File: src/rtl/mqd_pkg.sv
package mqd_pkg;

    localparam int MQD_AW      = 32;
    localparam int MQD_IW      = 8;
    localparam int MQD_WORDS   = 8;
    localparam int MQD_WW      = 64;
    localparam int MQD_MW      = MQD_WORDS * MQD_WW;
    localparam int MQD_BW      = $clog2(MQD_WORDS);
    localparam int MQD_WORD_SH = $clog2(MQD_WW / 8);
    localparam int MQD_SLOT_SH = $clog2(MQD_MW / 8);

    typedef struct packed {
        logic [MQD_AW-1:0] base;
        logic [MQD_IW-1:0] limit;
        logic [MQD_IW-1:0] tail;
        logic [MQD_IW-1:0] head;
    } mqd_cw_t;

    typedef enum logic [1:0] {
        MQD_IDLE,
        MQD_WRITE,
        MQD_COMMIT
    } mqd_state_e;

    function automatic logic [MQD_IW-1:0] next_idx(input logic [MQD_IW-1:0] idx,
                                                   input logic [MQD_IW-1:0] lim);
        logic [MQD_IW-1:0] inc;
        inc = idx + 1'b1;
        return (inc == lim) ? '0 : inc;
    endfunction

    function automatic logic [MQD_AW-1:0] slot_addr(input logic [MQD_AW-1:0] base,
                                                    input logic [MQD_IW-1:0] idx);
        return base + (MQD_AW'(idx) << MQD_SLOT_SH);
    endfunction

endpackage

File: src/rtl/mqd_cw_table.sv
module mqd_cw_table
    import mqd_pkg::*;
#(
    parameter int NQ = 4,
    parameter int QW = 2
) (
    input  logic              clk,
    input  logic              rst,
    input  logic              cre_we,
    input  logic [QW-1:0]     cre_sel,
    input  logic [MQD_AW-1:0] cre_base,
    input  logic [MQD_IW-1:0] cre_limit,
    input  logic              hd_we,
    input  logic [QW-1:0]     hd_sel,
    input  logic [MQD_IW-1:0] hd_val,
    input  logic              cm_we,
    input  logic [QW-1:0]     cm_sel,
    input  logic [MQD_IW-1:0] cm_tail,
    input  logic [QW-1:0]     rd_sel_a,
    output mqd_cw_t           rd_a,
    input  logic [QW-1:0]     rd_sel_b,
    output mqd_cw_t           rd_b
);

    mqd_cw_t tbl [NQ];

    for (genvar g = 0; g < NQ; g++) begin : g_ent
        mqd_cw_t ent;

        always_ff @(posedge clk) begin
            if (rst) begin
                ent <= '0;
            end else if (cre_we && cre_sel == QW'(g)) begin
                // redefinition outranks any same-cycle tail or head update
                ent.base  <= cre_base;
                ent.limit <= cre_limit;
                ent.tail  <= '0;
                ent.head  <= '0;
            end else begin
                if (cm_we && cm_sel == QW'(g)) ent.tail <= cm_tail;
                if (hd_we && hd_sel == QW'(g)) ent.head <= hd_val;
            end
        end

        assign tbl[g] = ent;
    end

    assign rd_a = tbl[rd_sel_a];
    assign rd_b = tbl[rd_sel_b];

endmodule

File: src/rtl/mqd_space_chk.sv
module mqd_space_chk
    import mqd_pkg::*;
(
    input  mqd_cw_t           cw,
    output logic              room,
    output logic              empty,
    output logic [MQD_IW-1:0] nxt
);

    always_comb begin
        nxt   = next_idx(cw.tail, cw.limit);
        empty = (cw.tail == cw.head);
        room  = (cw.limit != '0) && (nxt != cw.head);
    end

endmodule

File: src/rtl/mqd_deposit.sv
module mqd_deposit
    import mqd_pkg::*;
#(
    parameter int QW = 2
) (
    input  logic              clk,
    input  logic              rst,
    input  logic              msg_valid,
    input  logic [QW-1:0]     msg_sel,
    input  logic [MQD_MW-1:0] msg_data,
    output logic              msg_ready,
    input  mqd_cw_t           cur_cw,
    input  logic              chk_room,
    input  logic              chk_empty,
    input  logic [MQD_IW-1:0] chk_nxt,
    output logic              mem_wr_en,
    output logic [MQD_AW-1:0] mem_wr_addr,
    output logic [MQD_WW-1:0] mem_wr_data,
    input  logic              mem_wr_accept,
    output logic              cm_we,
    output logic [QW-1:0]     cm_sel,
    output logic [MQD_IW-1:0] cm_tail,
    output logic              irq,
    output logic              rej,
    output logic [QW-1:0]     evt_sel
);

    localparam logic [MQD_BW-1:0] BEAT_LAST = MQD_BW'(MQD_WORDS - 1);

    mqd_state_e        st;
    logic [QW-1:0]     q_sel;
    logic [MQD_MW-1:0] q_data;
    logic [MQD_AW-1:0] q_slot;
    logic [MQD_IW-1:0] q_nxt;
    logic              q_empty;
    logic [MQD_BW-1:0] beat;
    logic              irq_q;
    logic              rej_q;
    logic [QW-1:0]     evt_q;

    always_ff @(posedge clk) begin
        if (rst) begin
            st      <= MQD_IDLE;
            q_sel   <= '0;
            q_data  <= '0;
            q_slot  <= '0;
            q_nxt   <= '0;
            q_empty <= 1'b0;
            beat    <= '0;
            irq_q   <= 1'b0;
            rej_q   <= 1'b0;
            evt_q   <= '0;
        end else begin
            irq_q <= 1'b0;
            rej_q <= 1'b0;
            unique case (st)
                MQD_IDLE: begin
                    if (msg_valid) begin
                        if (chk_room) begin
                            q_sel   <= msg_sel;
                            q_data  <= msg_data;
                            q_slot  <= slot_addr(cur_cw.base, cur_cw.tail);
                            q_nxt   <= chk_nxt;
                            q_empty <= chk_empty;
                            beat    <= '0;
                            st      <= MQD_WRITE;
                        end else begin
                            rej_q <= 1'b1;
                            evt_q <= msg_sel;
                        end
                    end
                end
                MQD_WRITE: begin
                    if (mem_wr_accept) begin
                        if (beat == BEAT_LAST) st <= MQD_COMMIT;
                        else                   beat <= beat + 1'b1;
                    end
                end
                MQD_COMMIT: begin
                    irq_q <= q_empty;
                    evt_q <= q_sel;
                    st    <= MQD_IDLE;
                end
                default: st <= MQD_IDLE;
            endcase
        end
    end

    always_comb begin
        msg_ready   = (st == MQD_IDLE);
        mem_wr_en   = (st == MQD_WRITE);
        mem_wr_addr = q_slot + (MQD_AW'(beat) << MQD_WORD_SH);
        mem_wr_data = q_data[beat*MQD_WW +: MQD_WW];
        cm_we       = (st == MQD_COMMIT);
        cm_sel      = q_sel;
        cm_tail     = q_nxt;
        irq         = irq_q;
        rej         = rej_q;
        evt_sel     = evt_q;
    end

endmodule

File: src/rtl/mqd_engine.sv
module mqd_engine
    import mqd_pkg::*;
#(
    parameter  int NQ = 4,
    localparam int QW = (NQ > 1) ? $clog2(NQ) : 1
) (
    input  logic              clk,
    input  logic              rst,
    input  logic              msg_valid,
    output logic              msg_ready,
    input  logic [QW-1:0]     msg_sel,
    input  logic [MQD_MW-1:0] msg_data,
    input  logic              cw_we,
    input  logic [QW-1:0]     cw_sel,
    input  logic [MQD_AW-1:0] cw_base,
    input  logic [MQD_IW-1:0] cw_limit,
    input  logic              hd_we,
    input  logic [QW-1:0]     hd_sel,
    input  logic [MQD_IW-1:0] hd_val,
    output logic              mem_wr_en,
    output logic [MQD_AW-1:0] mem_wr_addr,
    output logic [MQD_WW-1:0] mem_wr_data,
    input  logic              mem_wr_accept,
    input  logic [QW-1:0]     stat_sel,
    output logic [MQD_IW-1:0] stat_tail,
    output logic [MQD_IW-1:0] stat_head,
    output logic              irq_arrive,
    output logic              rej_full,
    output logic [QW-1:0]     evt_sel
);

    mqd_cw_t           cw_msg;
    mqd_cw_t           cw_stat;
    logic              room;
    logic              empty;
    logic [MQD_IW-1:0] nxt;
    logic              cm_we;
    logic [QW-1:0]     cm_sel;
    logic [MQD_IW-1:0] cm_tail;

    mqd_cw_table #(.NQ(NQ), .QW(QW)) u_table (
        .clk      (clk),
        .rst      (rst),
        .cre_we   (cw_we),
        .cre_sel  (cw_sel),
        .cre_base (cw_base),
        .cre_limit(cw_limit),
        .hd_we    (hd_we),
        .hd_sel   (hd_sel),
        .hd_val   (hd_val),
        .cm_we    (cm_we),
        .cm_sel   (cm_sel),
        .cm_tail  (cm_tail),
        .rd_sel_a (msg_sel),
        .rd_a     (cw_msg),
        .rd_sel_b (stat_sel),
        .rd_b     (cw_stat)
    );

    mqd_space_chk u_space (
        .cw   (cw_msg),
        .room (room),
        .empty(empty),
        .nxt  (nxt)
    );

    mqd_deposit #(.QW(QW)) u_dep (
        .clk          (clk),
        .rst          (rst),
        .msg_valid    (msg_valid),
        .msg_sel      (msg_sel),
        .msg_data     (msg_data),
        .msg_ready    (msg_ready),
        .cur_cw       (cw_msg),
        .chk_room     (room),
        .chk_empty    (empty),
        .chk_nxt      (nxt),
        .mem_wr_en    (mem_wr_en),
        .mem_wr_addr  (mem_wr_addr),
        .mem_wr_data  (mem_wr_data),
        .mem_wr_accept(mem_wr_accept),
        .cm_we        (cm_we),
        .cm_sel       (cm_sel),
        .cm_tail      (cm_tail),
        .irq          (irq_arrive),
        .rej          (rej_full),
        .evt_sel      (evt_sel)
    );

    assign stat_tail = cw_stat.tail;
    assign stat_head = cw_stat.head;

endmodule

File: config.mk
export PLATFORM = sky130hd
export DESIGN_NAME = mqd_engine
export DESIGN_NICKNAME = d
export VERILOG_FILES = /design/src/rtl/mqd_pkg.sv /design/src/rtl/mqd_cw_table.sv /design/src/rtl/mqd_space_chk.sv /design/src/rtl/mqd_deposit.sv /design/src/rtl/mqd_engine.sv
export SDC_FILE = /design/constraint.sdc
export NUM_CORES = 2
export LEC_CHECK = 0
export BUFFER_PORTS_ARGS = -buffer_cell sky130_fd_sc_hd__buf_4
export CORE_MARGIN = 2
export CORE_UTILIZATION = 40
export CTS_BUF_LIST = sky130_fd_sc_hd__clkbuf_4
export CTS_CLUSTER_SIZE = 16
export DETAILED_ROUTE_END_ITERATION = 12
export HOLD_SLACK_MARGIN = 0.03
export PLACE_DENSITY = 0.73
export SLEW_MARGIN = 0
export SYNTH_ARGS = -nofsm -noshare
export SYNTH_HDL_FRONTEND = slang
export SYNTH_SLANG_ARGS = --single-unit
File: constraint.sdc
create_clock -name clk -period 6.4 [get_ports clk]
set_clock_uncertainty 0.15 [all_clocks]
set_input_delay 1.28 -clock clk [delete_from_list [all_inputs] [get_ports clk]]
set_output_delay 1.28 -clock clk [all_outputs]
set_load 0.01 [all_outputs]
Word-level counts from Yosys, hierarchy flattened

Cells that the tools add are included.
W data, S select, Z words.

Register bits: 788
Latch bits: 0
Memory bits (writable): 0
Bits in read-only memories: 0
Input bits: 574
Output and inout port bits: 118
Word-level logic and storage cells: 110
Memories kept: 0

Add/subtract/negate cells: 4
Multiply operators: 0
Divide/modulo/power cells: 0
Magnitude comparators: 2
Equality and inequality tests: 21
Shift-type cells: 1
Muxes and demuxes: 21
Bitwise operators: 5
Reductions and logical operators: 30

Operator list:

| cell                  | count |
|---|---|
| $shiftx A512 B10 Y64  | 1 |
| $bmux W56 S2          | 2 |
| $mux W56              | 2 |
| $add A32 B14 Y32      | 1 |
| $add A32 B6 Y32       | 1 |
| $mux W16              | 2 |
| $eq A8 B8 Y1          | 2 |
| $eq A2 B2 Y1 const B  | 7 |
| $logic_and A1 B1 Y1   | 13 |
| $mux W2               | 6 |
| $mux W3               | 4 |
| $reduce_or A2 Y1      | 5 |
| $add A8 B1 Y8 const B | 1 |
| $eq A2 B1 Y1 const B  | 4 |
| $logic_not A2 Y1      | 4 |
| $mux W8               | 1 |
| $ne A8 B8 Y1          | 1 |
| $pmux W2 S2           | 2 |
| $reduce_bool A8 Y1    | 1 |
| $ge A3 B3 Y1 const B  | 2 |
| $ne A2 B1 Y1 const B  | 3 |
| $ne A2 B2 Y1 const B  | 3 |
| $not A2 Y3            | 2 |
| $pmux W3 S2           | 1 |
| other kinds (9)       | 13 |

Logic depth before layout (Yosys ltp)

Depth in word-level cells: 12
Depth in mapped cells: 21
Mapped depth without buffers: 14

Cells and area by module

A second synthesis with hierarchy kept.

Cell total of the unflattened synthesis: 4003
Area total of the unflattened synthesis: 35481.5 um^2

Modules (own cells, without submodules):

| module        | instances | cells each | area each (um^2) | sequential area each (um^2) |
|---|---|---|---|---|
| mqd_deposit   | 1         | 2849       | 24255.8          | 11290.8 |
| mqd_cw_table  | 1         | 1057       | 10503.8          | 4484.3 |
| mqd_space_chk | 1         | 97         | 721.9            | 0.0 |

Least setup slack after synthesis

OpenSTA, ideal clock, no wires.

Kind: input to register
From: in msg_sel[0]
To: reg u_dep.q_slot[30]
Setup time: 0.086 ns
Arrival: 6.500 ns
Data required time: 6.164 ns
Slack: -0.336 ns
Stages on the path: 21
Buffers on the path: 7
Path through: buf_2 -> buf_4 -> buf_4 -> buf_2 -> buf_2 -> clkbuf_1 -> clkbuf_1 -> mux4_2 -> ha_1 -> inv_1 -> fa_1 -> nor2b_1 -> o21ai_0 -> a21boi_0 -> o21ai_0 -> a21oi_1 -> o21ai_0 -> a2111oi_0 -> nand3_1 -> xor2_1 -> a211oi_1

Cells in the longest elaborated chain, start to end: 10
Elaborated cells on any way between the ends: 12
Classes of those cells: 2 x add/sub; 2 x eq/ne; 4 x mux; 1 x bitwise; 3 x reduce/logical

Ends and longest elaborated chain:

| what                                            | line                | source |
|---|---|---|
| start, declared                                 | mqd_engine.sv:11    | `input logic [QW-1:0] msg_sel,` |
| $not A2 Y3 (implied by the code) (*)            | mqd_cw_table.sv:48  | `assign rd_a = tbl[rd_sel_a];` |
| $bmux W56 S2 (*)                                | mqd_cw_table.sv:48  |  |
| $mux W56 (implied by the code) (*) (2 in a row) | mqd_cw_table.sv:48  |  |
| $add A8 B1 Y8                                   | mqd_pkg.sv:28       | `inc = idx + 1'b1;` |
| $eq A8 B8 Y1                                    | mqd_pkg.sv:29       | `return (inc == lim) ? '0 : inc;` |
| $mux W8                                         | mqd_pkg.sv:29       |  |
| $ne A8 B8 Y1                                    | mqd_space_chk.sv:13 | `room = (cw.limit != '0) && (nxt != cw.head);` |
| $logic_and A1 B1 Y1                             | mqd_space_chk.sv:13 |  |
| $reduce_and A3 Y1 (no source line)              | --                  |  |
| end signal, assigned                            | mqd_deposit.sv:62   | `q_slot <= slot_addr(cur_cw.base, cur_cw.tail);` |
| end, declared                                   | mqd_deposit.sv:33   | `logic [MQD_AW-1:0] q_slot;` |

Every way passes the cells marked *; elsewhere a longest branch is shown, timed or not. The select of a mux whose other input is x is not followed.
A chain may end at the register's enable or synchronous reset.

Final worst setup path

From: reg u_dep.beat[0]
To: out mem_wr_addr[29]

Cells in the longest elaborated chain, start to end: 1

Ends and longest elaborated chain:

| what                   | line              | source |
|---|---|---|
| start, declared        | mqd_deposit.sv:36 | `logic [MQD_BW-1:0] beat;` |
| start signal, assigned | mqd_deposit.sv:76 | `else beat <= beat + 1'b1;` |
| $add A32 B6 Y32        | mqd_deposit.sv:92 | `mem_wr_addr = q_slot + (MQD_AW'(beat) << MQD_WORD_SH);` |
| end, declared          | mqd_engine.sv:21  | `output logic [MQD_AW-1:0] mem_wr_addr,` |

No other way between the ends.

==> impl_metrics.py <==
metrics = {
    "run_status": {
        "status": "complete, no violations",
    },
    "timing": {
        "fin_crit_ns": 5.59,
        "timing.final.ws_setup_ns": 0.815,
        "setup_viol": 0,
        "fin_setup_tns_ns": 0,
        "slew_headroom_pct": 22.7,
        "rsz0062_at_grt": "no",
        "hold_slack_ns": 0.261,
        "tightest_slew_ns": 1.16,
        "hold_viol_final": 0,
        "drv_slew": 0,
        "finalCritPeriodShare_pct": 87.3,
        "timing.fmax_mhz": 179,
    },
    "clocking": {
        "post_cts_resized": 0,
        "cts_made_buffers": 203,
        "cts_root_buf": "clkbuf_4",
        "htree_levels": 4,
        "path_clk_slew_ns": 0.07,
        "clock-sinks": 788,
        "post_cts_buffers": 0,
        "worst_skew_pair.late_latency_ns": 1.12,
        "clock_tree.buffer_depth": 3,
        "cts_tree": "yes",
        "cts_hold_buf": 0,
    },
    "setup_path": {
        "cp_cell_sequence": "ha_1 > inv_1 > fa_1 > inv_1 > a21o_1 > and3_1 > nand2b_1 > nor2_1 > and3_1 > nand3_1 > xnor2_1 > buf_4",
        "cp_slowest_cell": "dfxtp_4",
        "path_max_fanout": 19,
        "reg2reg_from": "u_table.g_ent[3].ent[8]$_SDFFE_PP0P_",
        "startpoint": "u_dep.beat[0]$_SDFFE_PP0P_",
        "max_stage_delay_ns": 0.62,
        "critical_path_class": "reg -> out",
        "worst_ep_required_time_ns": 4.97,
        "crit_arrival_ns": 4.16,
        "endpoint_kind": "primary output",
        "start_kind": "register",
    },
    "final_layout": {
        "postLayoutCellArea_mm2": 0.0428,
        "syn_to_final_growth_pct": 24.2,
        "nNetsFinal": 5317,
        "n_fill_cell": 8129,
        "drive_above_1_share_pct": 25.9,
        "stdcell_count": 6046,
    },
    "drt": {
        "vias": 32100,
        "drt_iter0_drc": 2964,
        "routedWlPerCell_um": 19.6,
        "routed_via_density": 5.31,
        "dr.pass1.iters": 6,
        "drcViolationCount": 0,
        "ant_nets": 0,
        "wirelength_mm": 119,
    },
    "power": {
        "power_leakage_uw": 0.0165,
        "peakVddDrop_uv": 154,
        "cellPowerDensity_mw_per_mm2": 280,
    },
    "placement": {
        "io_buffers": 691,
        "post-dp-hpwl_mm": 82.9,
        "post-place-cells": 5666,
        "gp_congestion": 0.942,
        "dp_slack_ns": 0.632,
        "placed_area_mm2": 0.0402,
    },
    "logic_synthesis": {
        "avgSynthCellArea_um2": 8.37,
        "synth-main-ff-cell": "dfxtp_1",
        "synth_top_area_cell": "dfxtp_1",
        "synthArstFlopShare_pct": 0,
        "synth_enable_flop_cells": 0,
        "ys_top_cells_by_area": "dfxtp_1 46%, nand2_1 18%, mux4_2 13%, a21oi_1 11%, clkbuf_1 2.1%",
        "yosysWarnings": 0,
        "synth_cells": 4115,
        "synth_fp_nets": 4705,
        "ys_ff_latch": 788,
        "ys_seq_area_share_pct": 45.8,
        "syn_area_mm2": 0.0345,
        "synth_cell_types": 52,
        "synth_top_area_share_pct": 45.8,
    },
    "global_route": {
        "grt_pass1_vias": 30200,
        "antenna_found_initial": 25,
        "grt_max_degree": 225,
        "overflow": 0,
        "grt.total_usage_pct": 25.8,
        "grt_first_pass_wirelength_mm": 177,
    },
    "floorplan": {
        "coreArea_mm2": 0.0853,
        "initial_utilization_pct": 40.4,
        "die_width_um": 298,
        "io_pins": 692,
        "die_area_mm2": 0.0885,
        "row_count": 107,
        "dieHeight_um": 298,
    },
    "run": {
        "maxCapViolations": 0,
    },
    "hold_path": {
        "min_path_type": "in -> reg",
        "hold_start": "msg_data[489]",
    },
}
[area by class of cell]
type | instances | area [um2] | share of cell area [%]
repair buffers | 733 | 5750 | 13.4
flip-flops and latches | 788 | 15800 | 36.9
diodes | 21 | 52.6 | 0.123
multi-input cells | 2978 | 17100 | 40.0
inverters | 23 | 86.3 | 0.202
clock buffers | 299 | 2240 | 5.24
well taps | 1144 | 1430 | 3.34
clock inverters | 60 | 320 | 0.748
[synthesized netlist by cell type, drive strengths merged, types with 5 or more instances]
cell type	count
xor2	23
mux4	200
a21oi	740
inv	23
nand3	27
buf	130
dfxtp	788
nand2	1677
nor4	5
nor2	73
and3	22
nand3b	7
a211oi	18
ha	14
and2	8
mux2i	34
xnor2	56
o21ai	10
clkbuf	196
nand2b	7
[worst max-delay path, delay by kind of cell, from the launching register on]
| family | cells | cell delay, ns |
|---|---|---|
| DFF | 1 | 0.62 |
| xor gates and xnor gates | 1 | 0.19 |
| AOI/OAI and AO/OA | 1 | 0.18 |
| and+or+nand+nor | 5 | 1.10 |
| adders and majority gates | 2 | 0.71 |
| buffers and inverters | 3 | 0.29 |
[worst paths after layout]
check / depth (start not counted) / to / slack (ns)
max: 12 / mem_wr_addr[29] / 0.81
min: 3 / u_dep.q_data[489]$_SDFFE_PP0P_ / 0.26
max reg2reg: 14 / u_dep.q_data[57]$_SDFFE_PP0P_ / 1.90
min reg2reg: 2 / u_dep.q_data[157]$_SDFFE_PP0P_ / 0.30
[per-stage QoR]
step / utilization (%) / power [uW]
2_1_floorplan: - / 6900
3_5_place_dp: 47.1 / 7760
6_report: 50.2 / 12000
3_3_place_gp: 47.1 / 7730
5_1_grt: 50.2 / 12600
4_1_cts: 50.1 / 12100
[state kept, by name (all words and copies together) (netlist names), 2 cells and up]
name,count
u_dep.cm_tail,8
u_dep.beat,3
u_dep.q_slot,32
u_dep.evt_sel,2
u_dep.q_data,512
u_dep.st,2
u_table.g_ent.ent,224
u_dep.cm_sel,2
[logic make-up after synthesis]
family                     synth area share, %
AOI/OAI and AO/OA                         12.0
adders and majority gates                0.624
buffers and inverters                     4.59
DFF                                       45.8
xor gates and xnor gates                  2.09
and+or+nand+nor                           20.9
muxes                                     14.1
[report_power, final]
group	total [uW]	leakage [uW]	switching (uW)	internal (uW)
Clock	4340	0.00153	2130	2220
Sequential	5450	0.00641	217	5230
Combinational	2210	0.00859	1210	999
Total	12000	0.0165	3550	8440
[cell usage in the layout, fill, tap and decap left out, types with 3 or more instances in the layout]
cell type,instances
diode_2,21
nor3b_1,3
clkbuf_4,299
dfxtp_1,785
inv_2,4
and3_1,22
mux2i_1,34
xnor2_1,55
buf_12,19
clkinv_1,43
clkinv_4,4
a211o_1,4
nand2_1,1677
nand3_1,27
nand3b_1,7
nor3_1,4
clkinv_2,4
or2_2,3
nor2b_1,4
ha_1,14
mux4_2,200
o21ai_0,10
or3_1,4
and2_1,8
buf_4,713
nor2_1,71
a21o_1,4
nand4_1,4
a211oi_1,18
dfxtp_4,3
nand2b_1,7
a21oi_1,740
nor4_1,5
xor2_1,23
inv_1,22
[routing by layer]
| metal | global-route usage (%) | wire length, um |
|---|---|---|
| met4 | 10.9 | 3650 |
| met3 | 7.07 | 11800 |
| met1 | 33.7 | 47900 |
| met2 | 40.1 | 55300 |
| met5 | 0 | 79 |
(Power assumes the default switching activity.)
